[src/rtl/cellwr_pkg.sv]
package cellwr_pkg;
    typedef enum logic {
        CW_IDLE = 1'b0,
        CW_BODY = 1'b1
    } cw_phase_e;
endpackage

[src/rtl/cellwr_len_decode.sv]
module cellwr_len_decode #(
    parameter int CODE_W  = 7,
    parameter int LEN_W   = 8,
    parameter int DEF_LEN = 53,
    parameter int MIN_LEN = 8,
    parameter int BDI_LEN = 126
) (
    input  logic              sel_code,
    input  logic [CODE_W-1:0] code,
    input  logic              bdi,
    output logic [LEN_W-1:0]  len
);
    localparam int ZERO_LEN = 1 << CODE_W;

    logic [LEN_W-1:0] raw;

    always_comb begin
        if (!sel_code)
            raw = LEN_W'(DEF_LEN);
        else if (code == '0)
            raw = LEN_W'(ZERO_LEN);
        else if (int'(code) < MIN_LEN)
            raw = LEN_W'(MIN_LEN);
        else
            raw = LEN_W'(code);

        if (bdi && (int'(raw) > BDI_LEN))
            len = LEN_W'(BDI_LEN);
        else
            len = raw;
    end
endmodule

[src/rtl/cellwr_space_check.sv]
module cellwr_space_check #(
    parameter int N_FIFO  = 4,
    parameter int SPACE_W = 8,
    parameter int LEN_W   = 8,
    parameter int SEL_W   = 2
) (
    input  logic [N_FIFO*SPACE_W-1:0] space_flat,
    input  logic [SEL_W-1:0]          sel,
    input  logic [LEN_W-1:0]          len,
    output logic                      fits
);
    localparam int CMP_W = (SPACE_W > LEN_W) ? SPACE_W : LEN_W;

    logic [N_FIFO-1:0] fit_vec;

    for (genvar i = 0; i < N_FIFO; i++) begin : g_fit
        assign fit_vec[i] = CMP_W'(space_flat[i*SPACE_W +: SPACE_W]) >= CMP_W'(len);
    end

    assign fits = fit_vec[sel];
endmodule

[src/rtl/cellwr_ctrl.sv]
module cellwr_ctrl
    import cellwr_pkg::*;
#(
    parameter int DATA_W  = 9,
    parameter int N_FIFO  = 4,
    parameter int CODE_W  = 7,
    parameter int LEN_W   = 8,
    parameter int SPACE_W = 8,
    parameter int DEF_LEN = 53,
    parameter int MIN_LEN = 8,
    parameter int BDI_LEN = 126,
    localparam int SEL_W  = $clog2(N_FIFO)
) (
    input  logic                      clk,
    input  logic                      rst_n,
    input  logic                      cfg_oe,
    input  logic [CODE_W-1:0]         cfg_code,
    input  logic                      bdi_mode,
    input  logic [N_FIFO*SPACE_W-1:0] fifo_space,
    input  logic [SEL_W-1:0]          rx_fifo_sel,
    input  logic                      accept_req,
    input  logic [DATA_W-1:0]         rx_data,
    input  logic                      rx_soc,
    output logic                      cell_avail,
    output logic                      rx_en,
    output logic                      wr_stb,
    output logic [SEL_W-1:0]          wr_fifo,
    output logic [DATA_W-1:0]         wr_data,
    output logic                      wr_eoc,
    output logic                      wr_drop
);
    localparam int MAX_LEN = 1 << CODE_W;

    typedef struct packed {
        logic              en;
        cw_phase_e         phase;
        logic [LEN_W-1:0]  cnt;
        logic [SEL_W-1:0]  tgt;
        logic              stb;
        logic              eoc;
        logic              drop;
        logic [DATA_W-1:0] data;
        logic [LEN_W-1:0]  len;
        logic              bdi;
    } cw_state_t;

    cw_state_t        st_d, st_q;
    logic [LEN_W-1:0] dec_len;
    logic             room;
    logic [LEN_W-1:0] cnt_inc;
    logic             in_body;

    cellwr_len_decode #(
        .CODE_W (CODE_W),
        .LEN_W  (LEN_W),
        .DEF_LEN(DEF_LEN),
        .MIN_LEN(MIN_LEN),
        .BDI_LEN(BDI_LEN)
    ) u_len (
        .sel_code(cfg_oe),
        .code    (cfg_code),
        .bdi     (bdi_mode),
        .len     (dec_len)
    );

    cellwr_space_check #(
        .N_FIFO (N_FIFO),
        .SPACE_W(SPACE_W),
        .LEN_W  (LEN_W),
        .SEL_W  (SEL_W)
    ) u_room (
        .space_flat(fifo_space),
        .sel       (rx_fifo_sel),
        .len       (st_q.len),
        .fits      (room)
    );

    assign in_body = (st_q.phase == CW_BODY);
    assign cnt_inc = st_q.cnt + LEN_W'(1);

    always_comb begin
        st_d      = st_q;
        st_d.stb  = 1'b0;
        st_d.eoc  = 1'b0;
        st_d.drop = 1'b0;

        // capture happens on the edge after the enable was presented
        if (st_q.en) begin
            if (rx_soc) begin
                st_d.drop  = in_body;
                st_d.stb   = 1'b1;
                st_d.data  = rx_data;
                st_d.tgt   = rx_fifo_sel;
                st_d.cnt   = LEN_W'(1);
                st_d.phase = CW_BODY;
            end else if (in_body) begin
                st_d.stb  = 1'b1;
                st_d.data = rx_data;
                st_d.cnt  = cnt_inc;
                if (cnt_inc == st_q.len) begin
                    st_d.eoc   = 1'b1;
                    st_d.phase = CW_IDLE;
                    st_d.cnt   = '0;
                end
            end
        end

        st_d.en = accept_req && (in_body || room);
    end

    always_ff @(posedge clk) begin
        if (!rst_n) begin
            st_q     <= '0;
            st_q.len <= dec_len;
            st_q.bdi <= bdi_mode;
        end else begin
            st_q <= st_d;
        end
    end

    assign cell_avail = room;
    assign rx_en      = st_q.en;
    assign wr_stb     = st_q.stb;
    assign wr_fifo    = st_q.tgt;
    assign wr_data    = st_q.data;
    assign wr_eoc     = st_q.eoc;
    assign wr_drop    = st_q.drop;


    len_range_chk: assert property (@(posedge clk) disable iff (!rst_n)
        (int'(st_q.len) >= MIN_LEN) && (int'(st_q.len) <= MAX_LEN));


    bdi_len_chk: assert property (@(posedge clk) disable iff (!rst_n)
        st_q.bdi |-> (int'(st_q.len) <= BDI_LEN));


    en_needs_room_chk: assert property (@(posedge clk) disable iff (!rst_n)
        (rx_en && !$past(in_body)) |-> $past(cell_avail));


    stb_after_en_chk: assert property (@(posedge clk) disable iff (!rst_n)
        wr_stb |-> $past(rx_en));


    cnt_below_len_chk: assert property (@(posedge clk) disable iff (!rst_n)
        in_body |-> (st_q.cnt < st_q.len));


    eoc_with_stb_chk: assert property (@(posedge clk) disable iff (!rst_n)
        wr_eoc |-> wr_stb);


    reopen_needs_soc_chk: assert property (@(posedge clk) disable iff (!rst_n)
        (wr_stb && $past(wr_eoc)) |-> $past(rx_soc));


    drop_in_cell_chk: assert property (@(posedge clk) disable iff (!rst_n)
        wr_drop |-> (wr_stb && $past(in_body)));
endmodule

[config.mk]
export PLATFORM = sky130hd
export DESIGN_NAME = cellwr_ctrl
export DESIGN_NICKNAME = d
export VERILOG_FILES = /design/src/rtl/cellwr_pkg.sv /design/src/rtl/cellwr_len_decode.sv /design/src/rtl/cellwr_space_check.sv /design/src/rtl/cellwr_ctrl.sv
export SDC_FILE = /design/constraint.sdc
export NUM_CORES = 1
export LEC_CHECK = 0
export BUFFER_PORTS_ARGS = -buffer_cell sky130_fd_sc_hd__buf_4
export CAP_MARGIN = 20
export CORE_MARGIN = 8
export CORE_UTILIZATION = 55
export CTS_CLUSTER_SIZE = 12
export DETAILED_ROUTE_END_ITERATION = 10
export PLACE_DENSITY = 0.85
export REMOVE_ABC_BUFFERS = 1
export SETUP_SLACK_MARGIN = 0.02
export SLEW_MARGIN = 20
export SYNTH_ARGS = -nofsm -noshare
export SYNTH_HDL_FRONTEND = slang
export SYNTH_SLANG_ARGS = --single-unit
[constraint.sdc]
create_clock -name clk -period 4.02 [get_ports clk]
set_input_delay 0.804 -clock clk [delete_from_list [all_inputs] [get_ports clk]]
set_output_delay 0.804 -clock clk [all_outputs]
set_load 0.01 [all_outputs]
# ---- Word level (Yosys, flattened, before mapping)
# Cells that the tools add are included.
dict set report op_classes {
  add_sub_neg 1
  magnitude_cmp 7
  n_eq_ne 1
  mux 13
  n_bitwise 3
  n_reduce_logical 10
}
# cell n
set op_table {}
lappend op_table {{$mux W9} 5}
lappend op_table {{$ge A8 B8 Y1} 4}
lappend op_table {{$mux W8} 2}
lappend op_table {{$add A8 B1 Y8 const B} 1}
lappend op_table {{$eq A8 B8 Y1} 1}
lappend op_table {{$gt A8 B7 Y1 const B} 1}
lappend op_table {{$logic_not A7 Y1} 1}
lappend op_table {{$lt A7 B4 Y1 const B} 1}
lappend op_table {{$mux W7} 1}
lappend op_table {{$reduce_and A2 Y1} 3}
lappend op_table {{$reduce_or A4 Y1} 1}
lappend op_table {{$lt A2 B3 Y1 const B} 1}
lappend op_table {{$mux W1} 3}
lappend op_table {{$not A1 Y1} 3}
lappend op_table {{$reduce_and A3 Y1} 1}
lappend op_table {{$bmux W1 S2} 1}
lappend op_table {{$logic_and A1 B1 Y1} 2}
lappend op_table {{$mux W2} 1}
lappend op_table {{$reduce_bool A2 Y1} 1}
lappend op_table {{$logic_or A1 B1 Y1} 1}
dict set report totals {
  reg_bits 32
  out_inout_bits 16
}

# ---- Longest topological paths before layout
# Gate-level depths: netlist of the first run.
dict set report depth {
  ltp_word 6
  mapped_depth 8
}

# ---- Hierarchy
# Synthesis of the first run repeated with hierarchy kept, for this count alone.
dict set report unflattened {
  hier_cells 268
  area_unflattened_um2 2384.8
}
# mod instances cells_per_inst area_each_um2 seq_area_each_um2
set modules_own_cells {}
lappend modules_own_cells {cellwr_ctrl 1 165 1546.5 720.7}
lappend modules_own_cells {cellwr_space_check 1 80 689.4 0.0}
lappend modules_own_cells {cellwr_len_decode 1 23 148.9 0.0}

# ---- Least setup slack after synthesis of the first run
# OpenSTA, ideal clock, no wires.
dict set report synth_timing {
  kind {input to output}
  from {input fifo_space[24]}
  to {output cell_avail}
  arrival_ns 2.297
  required_time_ns 3.216
  path_slack_ns 0.919
  stages 8
  path_buffers 0
  path_cell_list {inv_1 -> ha_1 -> nand2b_1 -> a2111oi_0 -> o21bai_1 -> a41oi_1 -> a211oi_1 -> or2_2}
}
dict set report synth_between {
  elab_chain_len 3
}
# item line
set synth_lines {}
lappend synth_lines {{from (decl)} cellwr_ctrl.sv:19} ;# input logic [N_FIFO*SPACE_W-1:0] fifo_space,
lappend synth_lines {{$ge A8 B8 Y1} cellwr_space_check.sv:17} ;# assign fit_vec[i] = CMP_W'(space_flat[i*SPACE_W +: SPACE_W]) >= CMP_W'(len);
lappend synth_lines {{$bmux W1 S2} cellwr_space_check.sv:20} ;# assign fits = fit_vec[sel];
lappend synth_lines {{$mux W1 (implied by the code)} cellwr_space_check.sv:20}
lappend synth_lines {{to (decl)} cellwr_ctrl.sv:24} ;# output logic cell_avail,
# No other way between the ends. The select of a mux whose other input is x is not followed.

# ---- Worst setup path after layout of the first run
# Ends and elaborated chain as after synthesis.

==> results of run 1 <==
sequential cells by signal, summed over array words and instances (netlist names):
| name | cells |
|---|---|
| wr_data | 9 |
| wr_stb | 1 |
| wr_eoc | 1 |
| wr_fifo | 2 |
| st_q | 8 |
| st_d | 8 |
| wr_drop | 1 |
| in_body | 1 |
| rx_en | 1 |
power breakdown:
group / leakage [nW] / internal (mW) / switching, mW
Clock: 0.0645 / 0.219 / 0.119
Sequential: 0.272 / 0.343 / 0.0121
Combinational: 0.979 / 0.0937 / 0.0860
worst max-delay path: stages:
cell       delay, ns
buf_4           0.08
inv_1           0.03
ha_1            0.27
nand2b_1        0.13
a2111oi_0       0.40
o21bai_1        0.14
a41oi_1         0.24
a211oi_1        0.09
or2_2           0.32
buf_4           0.15
logic make-up after synthesis:
group                    synth area share (%)
AND/OR/NAND/NOR                          18.8
AO/OA/AOI/OAI                            19.9
buffers and inverters                    8.07
adder cells (fa/ha/maj)                  18.0
flip-flops                               31.4
XOR/XNOR                                 3.82
worst min-delay path by stage:
stage               depth (start not counted)  slack [ns]    endpoint
finish                                      2        0.46  wr_data[0]
global route                                2        0.48  wr_data[2]
CTS                                         2        0.46  wr_data[7]
detailed placement                          2        0.45  wr_data[7]
global placement                            2        0.44  wr_data[5]
floorplan                                   2        0.46    st_q[30]
final cells by class:
class / count / area [µm²] / area share [%]
Clock buffer: 7 / 96.3 / 3.31
Clock inverter: 1 / 30.0 / 1.03
Inverter: 20 / 75.1 / 2.58
Multi-Input combinational cell: 196 / 1390 / 47.7
Sequential cell: 32 / 721 / 24.7
Tap cell: 50 / 62.6 / 2.15
Timing Repair Buffer: 72 / 541 / 18.5
synthesized netlist by cell type, types with 2 or more instances:
cell type	n	area (µm²)
dfxtp_1	24	480
nand2b_1	4	25.0
a31oi_1	2	12.5
o21a_1	4	30.0
edfxtp_1	8	240
nor4b_1	2	17.5
nor2b_1	4	25.0
clkbuf_1	3	11.3
inv_1	19	71.3
nand3b_1	4	30.0
ha_1	33	413
o21ai_1	4	20.0
xnor2_1	8	70.1
o21ai_0	7	35.0
nor2_1	14	52.6
nand4_1	3	18.8
a21oi_1	22	110
nor3b_1	2	15.0
or2_2	3	18.8
a2111oi_0	3	26.3
a211oi_1	2	15.0
xor2_1	2	17.5
o2111ai_1	2	17.5
nand2_1	35	131
buf_4	11	82.6
nand3_1	9	45.0
a21o_1	4	30.0
layout by cell type, fill, tap and decap left out, types with 2 or more instances in the layout:
master,synthesis,layout
edfxtp_1,8,8
nand2_1,35,35
nand4_1,3,3
clkbuf_8,0,7
nand2b_1,4,4
ha_1,33,33
o2111ai_1,2,2
o21a_1,4,4
nor4b_1,2,2
nor2_1,14,14
a21oi_1,22,22
dfxtp_1,24,24
a211oi_1,2,2
a31oi_1,2,2
xor2_1,2,2
xnor2_1,8,8
inv_1,19,19
or2_2,3,3
nor2b_1,4,4
o21ai_1,4,4
nand3b_1,4,4
a21o_1,4,4
nor3b_1,2,2
o21ai_0,7,7
nand3_1,9,9
a2111oi_0,3,3
buf_4,11,72
metrics by stage:
stage | hold WS (ns) | util [%]
global placement | 0.442 | 69.7
CTS | 0.456 | 72.8
detailed placement | 0.447 | 69.7
global route | 0.480 | 72.8
floorplan | 0.465 | -
finish | 0.457 | 72.8
layer usage:
metal  vias up  track usage, %  wire [µm]
met3        12            3.24        281
met2        63            32.7       3050
met5         -               0          0
met1       955            23.0       2460
li1       1068               -          -
met4         0            8.91        129
==> results.md, run 1 <==
* Outcome: finished clean
* Vias at 2098
* Rows at 23
* IO Port Bufs at 71
* GRT Util Overall at 19.3%
* Critical Path Start Type: input port
* Vias in the first global route at 2205
* Sink Count at 32
* Placed cells at 370
* Max-slew violations at 0
* Die ar. at 0.00649 mm²
* Num CTS Buffers at 5
* Crit path kind: input port to output port
* Iteration-0 DRC Markers at 168
* Leakage at 1.32 nW
* Unrepaired setup endpoints after global routing: no
* Tmin final at 3.46 ns
* Clock latency on the worst-skew pair at 0.29 ns
* Placed Area at 0.00279 mm²
* Peak VDD IR at 0.000222 V
* Worst-margin pin slew at 0.693 ns
* Hold_sp: wr_data[0]
* First-pass GRT wire length at 9.90 mm
* Number of fill cells in the layout at 328
* Seq/Total Area, Yosys at 31.4%
* Total negative slack at 0 ns
* Crit Path Max Fanout at 2
* Final ANT Viol Nets at 0
* RR Endpoint: rx_en
* Rel. slew slack at 53.5%
* Final total power at 0.873 mW
* Clk Tree Root Cell: clkbuf_8
* Synth warnings at 0
* Router iterations before antenna repair at 4
* Drt wl/cell at 15.7 µm
* Final hold violation count at 0
* Hpwl dp at 4.72 mm
* Grt total ovfl at 0
* Fmax at 289 MHz
* Post-route cell area at 0.00291 mm²
* R2R cell count at 7
* Worst EP required at 3.22 ns
* Syn Area/Cell at 8.69 µm²
* Crit path from: fifo_space[24]
* Pin count of the biggest net entering global routing at 25
* Critical Path Sink: cell_avail
* Worst R2R Setup Slack at 1.72 ns
* Final setup vio count at 0
* Die height at 80.6 µm
* Synth Flop Type: dfxtp_1
* Power Dens Cells at 299 mW/mm²
* Layout cell share with drive strength beyond 1 at 26.8%
* Post-Synthesis Cells at 264
* Drt drc at 0
* Die X at 80.6 µm
* Layout Cells excl Fill at 378
* Setup bufs post-CTS at 0
* Post-synth ARST share at 0%
* RR Startpoint: st_d[1]
* #FFs+latches synth at 32
* CTS tree: yes
* Vias/cell at 5.55
* CP endpoint kind: output port
* Core Area at 0.00400 mm²
* Routed WL at 5.92 mm
* Mapped Area at 0.00229 mm²
* Post-CTS sizing at 0
* Top Ports at 72
* CTS clk-pin slew, worst paths at 0.07 ns
* Dpl ws at 0.560 ns
* Final Wtd Congestion at 0.828
* Synth cell types at 53
* H-tree depth at 2
* Area growth from synthesis to layout at 27.0%
* Final Skew at 0.00926 ns
* Final worst slack at 0.558 ns
* EDFF count, synth at 8
* Ant. Diodes at 0
* Initial antenna violation count at 0
* CTS Buffer Depth at 2
* Hold WC Path Type: register to register
* Maxcap violations at 0
* Fin crit share at 86.1%
* CP Data Arrival Time at 2.66 ns
* Post-CTS Hold Buffers at 0
* Initial Util at 57.4%
* Nets at 416
Power figures use the tool's default switching activity.
==> inputs of run 2 (changes only) <==
--- a/config.mk
+++ b/config.mk
@@ -7,11 +7,11 @@
 export LEC_CHECK = 0
 export BUFFER_PORTS_ARGS = -buffer_cell sky130_fd_sc_hd__buf_4
 export CAP_MARGIN = 20
-export CORE_MARGIN = 8
-export CORE_UTILIZATION = 55
+export CORE_ASPECT_RATIO = 1.1
+export CORE_UTILIZATION = 50
 export CTS_CLUSTER_SIZE = 12
 export DETAILED_ROUTE_END_ITERATION = 10
-export PLACE_DENSITY = 0.85
+export PLACE_DENSITY = 0.78
 export REMOVE_ABC_BUFFERS = 1
 export SETUP_SLACK_MARGIN = 0.02
 export SLEW_MARGIN = 20
==> results.md, run 2 (synthesized netlist as in run 1, its figures left out) <==
* Worst R2R Setup Slack at 1.73 ns
* Initial Util at 52.8%
* Fin crit share at 86.0%
* Die height at 73.1 µm
* Router iterations before antenna repair at 4
* Hold_sp: wr_fifo[0]
* Die X at 66.6 µm
* Num CTS Buffers at 5
* Placed Area at 0.00279 mm²
* Drt wl/cell at 14.0 µm
* R2R cell count at 7
* Placed cells at 374
* CP most frequent cell: buf_4
* Crit path kind: input port to output port
* Clock latency on the worst-skew pair at 0.28 ns
* Total negative slack at 0 ns
* Iteration-0 DRC Markers at 120
* Drt drc at 0
* Worst-margin pin slew at 0.669 ns
* Routed WL at 5.37 mm
* Die ar. at 0.00486 mm²
* Outcome: finished clean
* Clk Tree Root Cell: clkbuf_8
* Crit Path Max Fanout at 2
* CP Cell Sequence: buf_4, inv_1, ha_1, nand2b_1, a2111oi_0, o21bai_1, a41oi_1, a211oi_1, or2_2, buf_4
* Final ANT Viol Nets at 0
* Post-route cell area at 0.00290 mm²
* Max reg flops at 9
* Layout cell share with drive strength beyond 1 at 26.8%
* First-pass GRT wire length at 8.86 mm
* Critical Path Max Stage Delay at 0.41 ns
* Post-CTS Hold Buffers at 0
* Leakage at 1.31 nW
* Maxcap violations at 0
* Worst hold margin at 0.457 ns
* Area growth from synthesis to layout at 26.6%
* Hold WC Path Type: register to register
* Ant. Diodes at 0
* IO Port Bufs at 71
* Layout Cells excl Fill at 382
* CP Data Arrival Time at 2.65 ns
* Vias at 2054
* RR Startpoint: st_q[23]
* Post-CTS sizing at 0
* Vias/cell at 5.38
* Final Wtd Congestion at 0.855
* Hpwl dp at 4.33 mm
* Final hold violation count at 0
* Leading cell type in the layout, fill and taps excluded: buf_4
* Max-slew violations at 0
* Core Area at 0.00435 mm²
* Hold endpoint: wr_fifo[0]
* Worst EP required at 3.22 ns
* GRT Util Overall at 24.3%
* CTS Buffer Depth at 2
* Vias in the first global route at 1990
* CTS clk-pin slew, worst paths at 0.07 ns
* CTS tree: yes
* Slowest cell on crit path: a2111oi_0
* Fmax at 289 MHz
* Rows at 25
* Unrepaired setup endpoints after global routing: no
* Final setup vio count at 0
* Grt total ovfl at 0
* Setup bufs post-CTS at 0
* Rel. slew slack at 55.1%
* CP endpoint kind: output port
* Initial antenna violation count at 0
* Final Skew at 0.0104 ns
* Hold depth at 2
* H-tree depth at 2
* Top Ports at 72
* Sink Count at 32
* Commonest cells after routing, fill and taps aside: buf_4, nand2_1, ha_1, dfxtp_1, a21oi_1
* Peak VDD IR at 0.000215 V
* Pin count of the biggest net entering global routing at 25
* Power Dens Cells at 290 mW/mm²
* Number of fill cells in the layout at 383
* Critical Path Start Type: input port
* Tmin final at 3.46 ns
* RR Endpoint: st_q[25]
* Nets at 416
run 2: cell count changes in the layout (fill, tap and decap cells not counted), sizes merged:
cell / previous run / this run
clkinvlp: 0 / 1
clkbuf: 7 / 5
clkinv: 1 / 2
run 2: critical path: cells and delay by family:
family                     cells  cell delay (ns)
and+or+nand+nor                2             0.48
buffers and inverters          3             0.26
adders and majority gates      1             0.26
AOI/OAI and AO/OA              4             0.84
run 2: cell type report:
type	count	area, µm²	area share (%)
multi-input combinational	196	1390	47.8
clock buffer	5	68.8	2.37
inverter	20	75.1	2.59
sequential	32	721	24.8
timing repair buffer	72	541	18.6
tap	54	67.6	2.33
clock inverter	3	42.5	1.46
run 2: per-stage QoR:
step	utilization (%)	setup slack [ns]	power (mW)
6_report	66.8	0.564	0.841
5_1_grt	66.8	0.502	0.887
3_5_place_dp	64.2	0.581	0.541
2_1_floorplan	-	0.919	0.453
3_3_place_gp	64.2	0.574	0.534
4_1_cts	66.8	0.564	0.842
run 2: metal layers:
layer | wire [µm] | track usage (%) | up-vias
met2 | 2720 | 41.2 | 43
met3 | 165 | 4.69 | 6
met1 | 2420 | 30.7 | 938
met4 | 62 | 8.04 | 0
met5 | 0 | 0 | -
li1 | - | - | 1067
run 2: worst max-delay path by stage:
stage | start | endpoint | slack, ns | depth (start not counted)
after detailed placement | fifo_space[24] | cell_avail | 0.58 | 10
after global routing | fifo_space[24] | cell_avail | 0.50 | 10
final | fifo_space[24] | cell_avail | 0.56 | 10
after floorplan | fifo_space[24] | cell_avail | 0.92 | 8
after CTS | fifo_space[24] | cell_avail | 0.56 | 10
after global placement | fifo_space[24] | cell_avail | 0.57 | 10
run 2: report_power, final:
group / switching, mW / total, mW / internal (mW)
clock network: 0.123 / 0.306 / 0.183
logic: 0.0852 / 0.179 / 0.0941
registers: 0.0122 / 0.355 / 0.343
total: 0.221 / 0.841 / 0.620
==> inputs of run 3 (changes only) <==
--- a/config.mk
+++ b/config.mk
@@ -17,4 +17,5 @@
 export SLEW_MARGIN = 20
 export SYNTH_ARGS = -nofsm -noshare
 export SYNTH_HDL_FRONTEND = slang
+export SYNTH_HIERARCHICAL = 1
 export SYNTH_SLANG_ARGS = --single-unit
==> results.md, run 3 <==
* Outcome: finished clean
* Worst-margin pin slew at 0.673 ns
* Syn Area/Cell at 8.90 µm²
* Clk Tree Root Cell: clkbuf_8
* Area growth from synthesis to layout at 24.3%
* Final ANT Viol Nets at 0
* Core Area at 0.00444 mm²
* Drt wl/cell at 13.7 µm
* Worst R2R Setup Slack at 1.33 ns
* Crit Path Max Fanout at 2
* Post-synthesis compound-gate area fraction at 18.7%
* Simple-Gate Fraction of Synth Area at 20.7%
* Iteration-0 DRC Markers at 95
* Hold depth at 2
* Final total power at 0.835 mW
* Worst hold margin at 0.456 ns
* Mapped Area at 0.00238 mm²
* First-pass GRT wire length at 8.75 mm
* Max-slew violations at 0
* Leakage at 1.33 nW
* Post-synth top area share at 20.1%
* Hold WC Path Type: register to register
* Setup bufs post-CTS at 0
* Worst path top cell family by delay: compound AO/OA/AOI/OAI gates
* Synth warnings at 6
* Final hold violation count at 0
* #FFs+latches synth at 32
* Initial Util at 53.7%
* Synth Flop Type: dfxtp_1
* Final setup vio count at 0
* Routed WL at 5.26 mm
* CP bufs+invs at 3
* Vias in the first global route at 1933
* Commonest cells after routing, fill and taps aside: buf_4, nand2_1, ha_1, dfxtp_1, a21oi_1
* Post-Synthesis Cells at 268
* Grt total ovfl at 0
* CTS Buffer Depth at 2
* Vias at 2098
* Power Dens Cells at 282 mW/mm²
* Final Skew at 0.00818 ns
* Rel. slew slack at 54.9%
* Peak VDD IR at 0.000167 V
* Layout cell share with drive strength beyond 1 at 27.9%
* Synth Area in XOR/XNOR at 4.41%
* RR Startpoint: st_q[23]
* Largest family of logic cells by synthesized area: simple AND/OR/NAND/NOR gates
* Top Ports at 72
* Nets at 418
* Synth Area in Adders at 17.3%
* Seq/Total Area, Yosys at 30.2%
* H-tree depth at 2
* Final Core Density at 66.8%
* Leading cell type in the layout, fill and taps excluded: buf_4
* Die ar. at 0.00505 mm²
* Post-CTS sizing at 0
* Commonest cells in the netlist: nand2_1, ha_1, dfxtp_1, a21oi_1, inv_1
* R2R cell count at 7
* Total negative slack at 0 ns
* Synth cell types at 54
* Unrepaired setup endpoints after global routing: no
* Critical Path Start Type: input port
* CTS clk-pin slew, worst paths at 0.07 ns
* Most area-consuming cells after synthesis: dfxtp_1, ha_1, edfxtp_1
* Num CTS Buffers at 5
* CP endpoint kind: output port
* Hold_sp: wr_data[0]
* Vias/cell at 5.46
* Fmax at 304 MHz
* Pin count of the biggest net entering global routing at 26
* CP Cell Sequence: buf_4, inv_1, ha_1, or3b_1, o2111ai_1, a21oi_1, o41a_1, a22o_1, buf_4
* Post-CTS Hold Buffers at 0
* Die X at 67.9 µm
* EDFF count, synth at 8
* Tmin final at 3.29 ns
* Drt drc at 0
* Maxcap violations at 0
* CTS tree: yes
* Crit path kind: input port to output port
* Ant. Diodes at 0
* CP Data Arrival Time at 2.49 ns
* Multiplexer share of the synthesized area at 0%
* Initial antenna violation count at 0
* Die height at 74.4 µm
* Post-synth ARST share at 0%
* Hold endpoint: wr_data[0]
* IO Port Bufs at 71
* Rows at 25
* Hpwl dp at 4.13 mm
* Router iterations before antenna repair at 4
* Slowest cell on crit path: o41a_1
* Fin crit share at 81.9%
* CP most frequent cell: buf_4
* Cell taking the most area after synthesis: dfxtp_1
* Critical Path Max Stage Delay at 0.37 ns
* Count leader, synth: nand2_1
* Final Wtd Congestion at 0.862
* GRT Util Overall at 22.5%
* Sink Count at 32
* Worst EP required at 3.22 ns
* Clock latency on the worst-skew pair at 0.28 ns
* Max reg flops at 9
* RR Endpoint: st_q[24]
[run 3: per-layer routing]
layer,global-route usage (%),share of wire [%],wire [µm],vias up
li1,-,-,-,1087
met1,29.3,46,2400,957
met2,38.4,50,2610,50
met3,3.68,3.7,196,4
met4,5.79,1.0,53,0
met5,0,0,0,-
[run 3: worst reg2reg max path, delay by kind of cell, from the launching register on]
family	cells	cell delay, ns
and+or+nand+nor	3	0.87
AOI/OAI and AO/OA	3	0.78
adders and majority gates	1	0.38
DFF	1	0.55
[run 3: cells by family after synthesis]
group,Yosys count
flip-flops,32
AO/OA/AOI/OAI,62
adder cells (fa/ha/maj),33
XOR/XNOR,12
buffers and inverters,35
AND/OR/NAND/NOR,94
[run 3: per-stage QoR]
stage	instances	cell area (µm²)	setup slack, ns
floorplan	249	2240	1.03
global placement	376	2860	0.756
detailed placement	376	2860	0.751
CTS	384	2970	0.740
global route	384	2970	0.636
finish	384	2970	0.730
[run 3: worst max path at each step]
stage | startpoint | endpoint | slack (ns) | depth (start not counted)
after floorplan | fifo_space[24] | cell_avail | 1.03 | 7
after global placement | fifo_space[24] | cell_avail | 0.76 | 9
after detailed placement | fifo_space[24] | cell_avail | 0.75 | 9
after CTS | fifo_space[24] | cell_avail | 0.74 | 9
after global routing | fifo_space[24] | cell_avail | 0.64 | 9
final | fifo_space[24] | cell_avail | 0.73 | 9
[run 3: power breakdown]
part | internal [mW] | switching (mW) | leakage [nW]
clock network | 0.184 | 0.120 | 0.0585
logic | 0.0917 | 0.0844 | 1.00
registers | 0.343 | 0.0121 | 0.272
total | 0.618 | 0.217 | 1.33
[run 3: cell type report]
| cell class | count | area [µm²] |
|---|---|---|
| fillers | 389 | 1480 |
| well taps | 54 | 67.6 |
| multi-input cells | 201 | 1460 |
| clock inverters | 3 | 41.3 |
| flip-flops and latches | 32 | 721 |
| clock buffers | 5 | 68.8 |
| inverters | 16 | 60.1 |
| repair buffers | 73 | 548 |
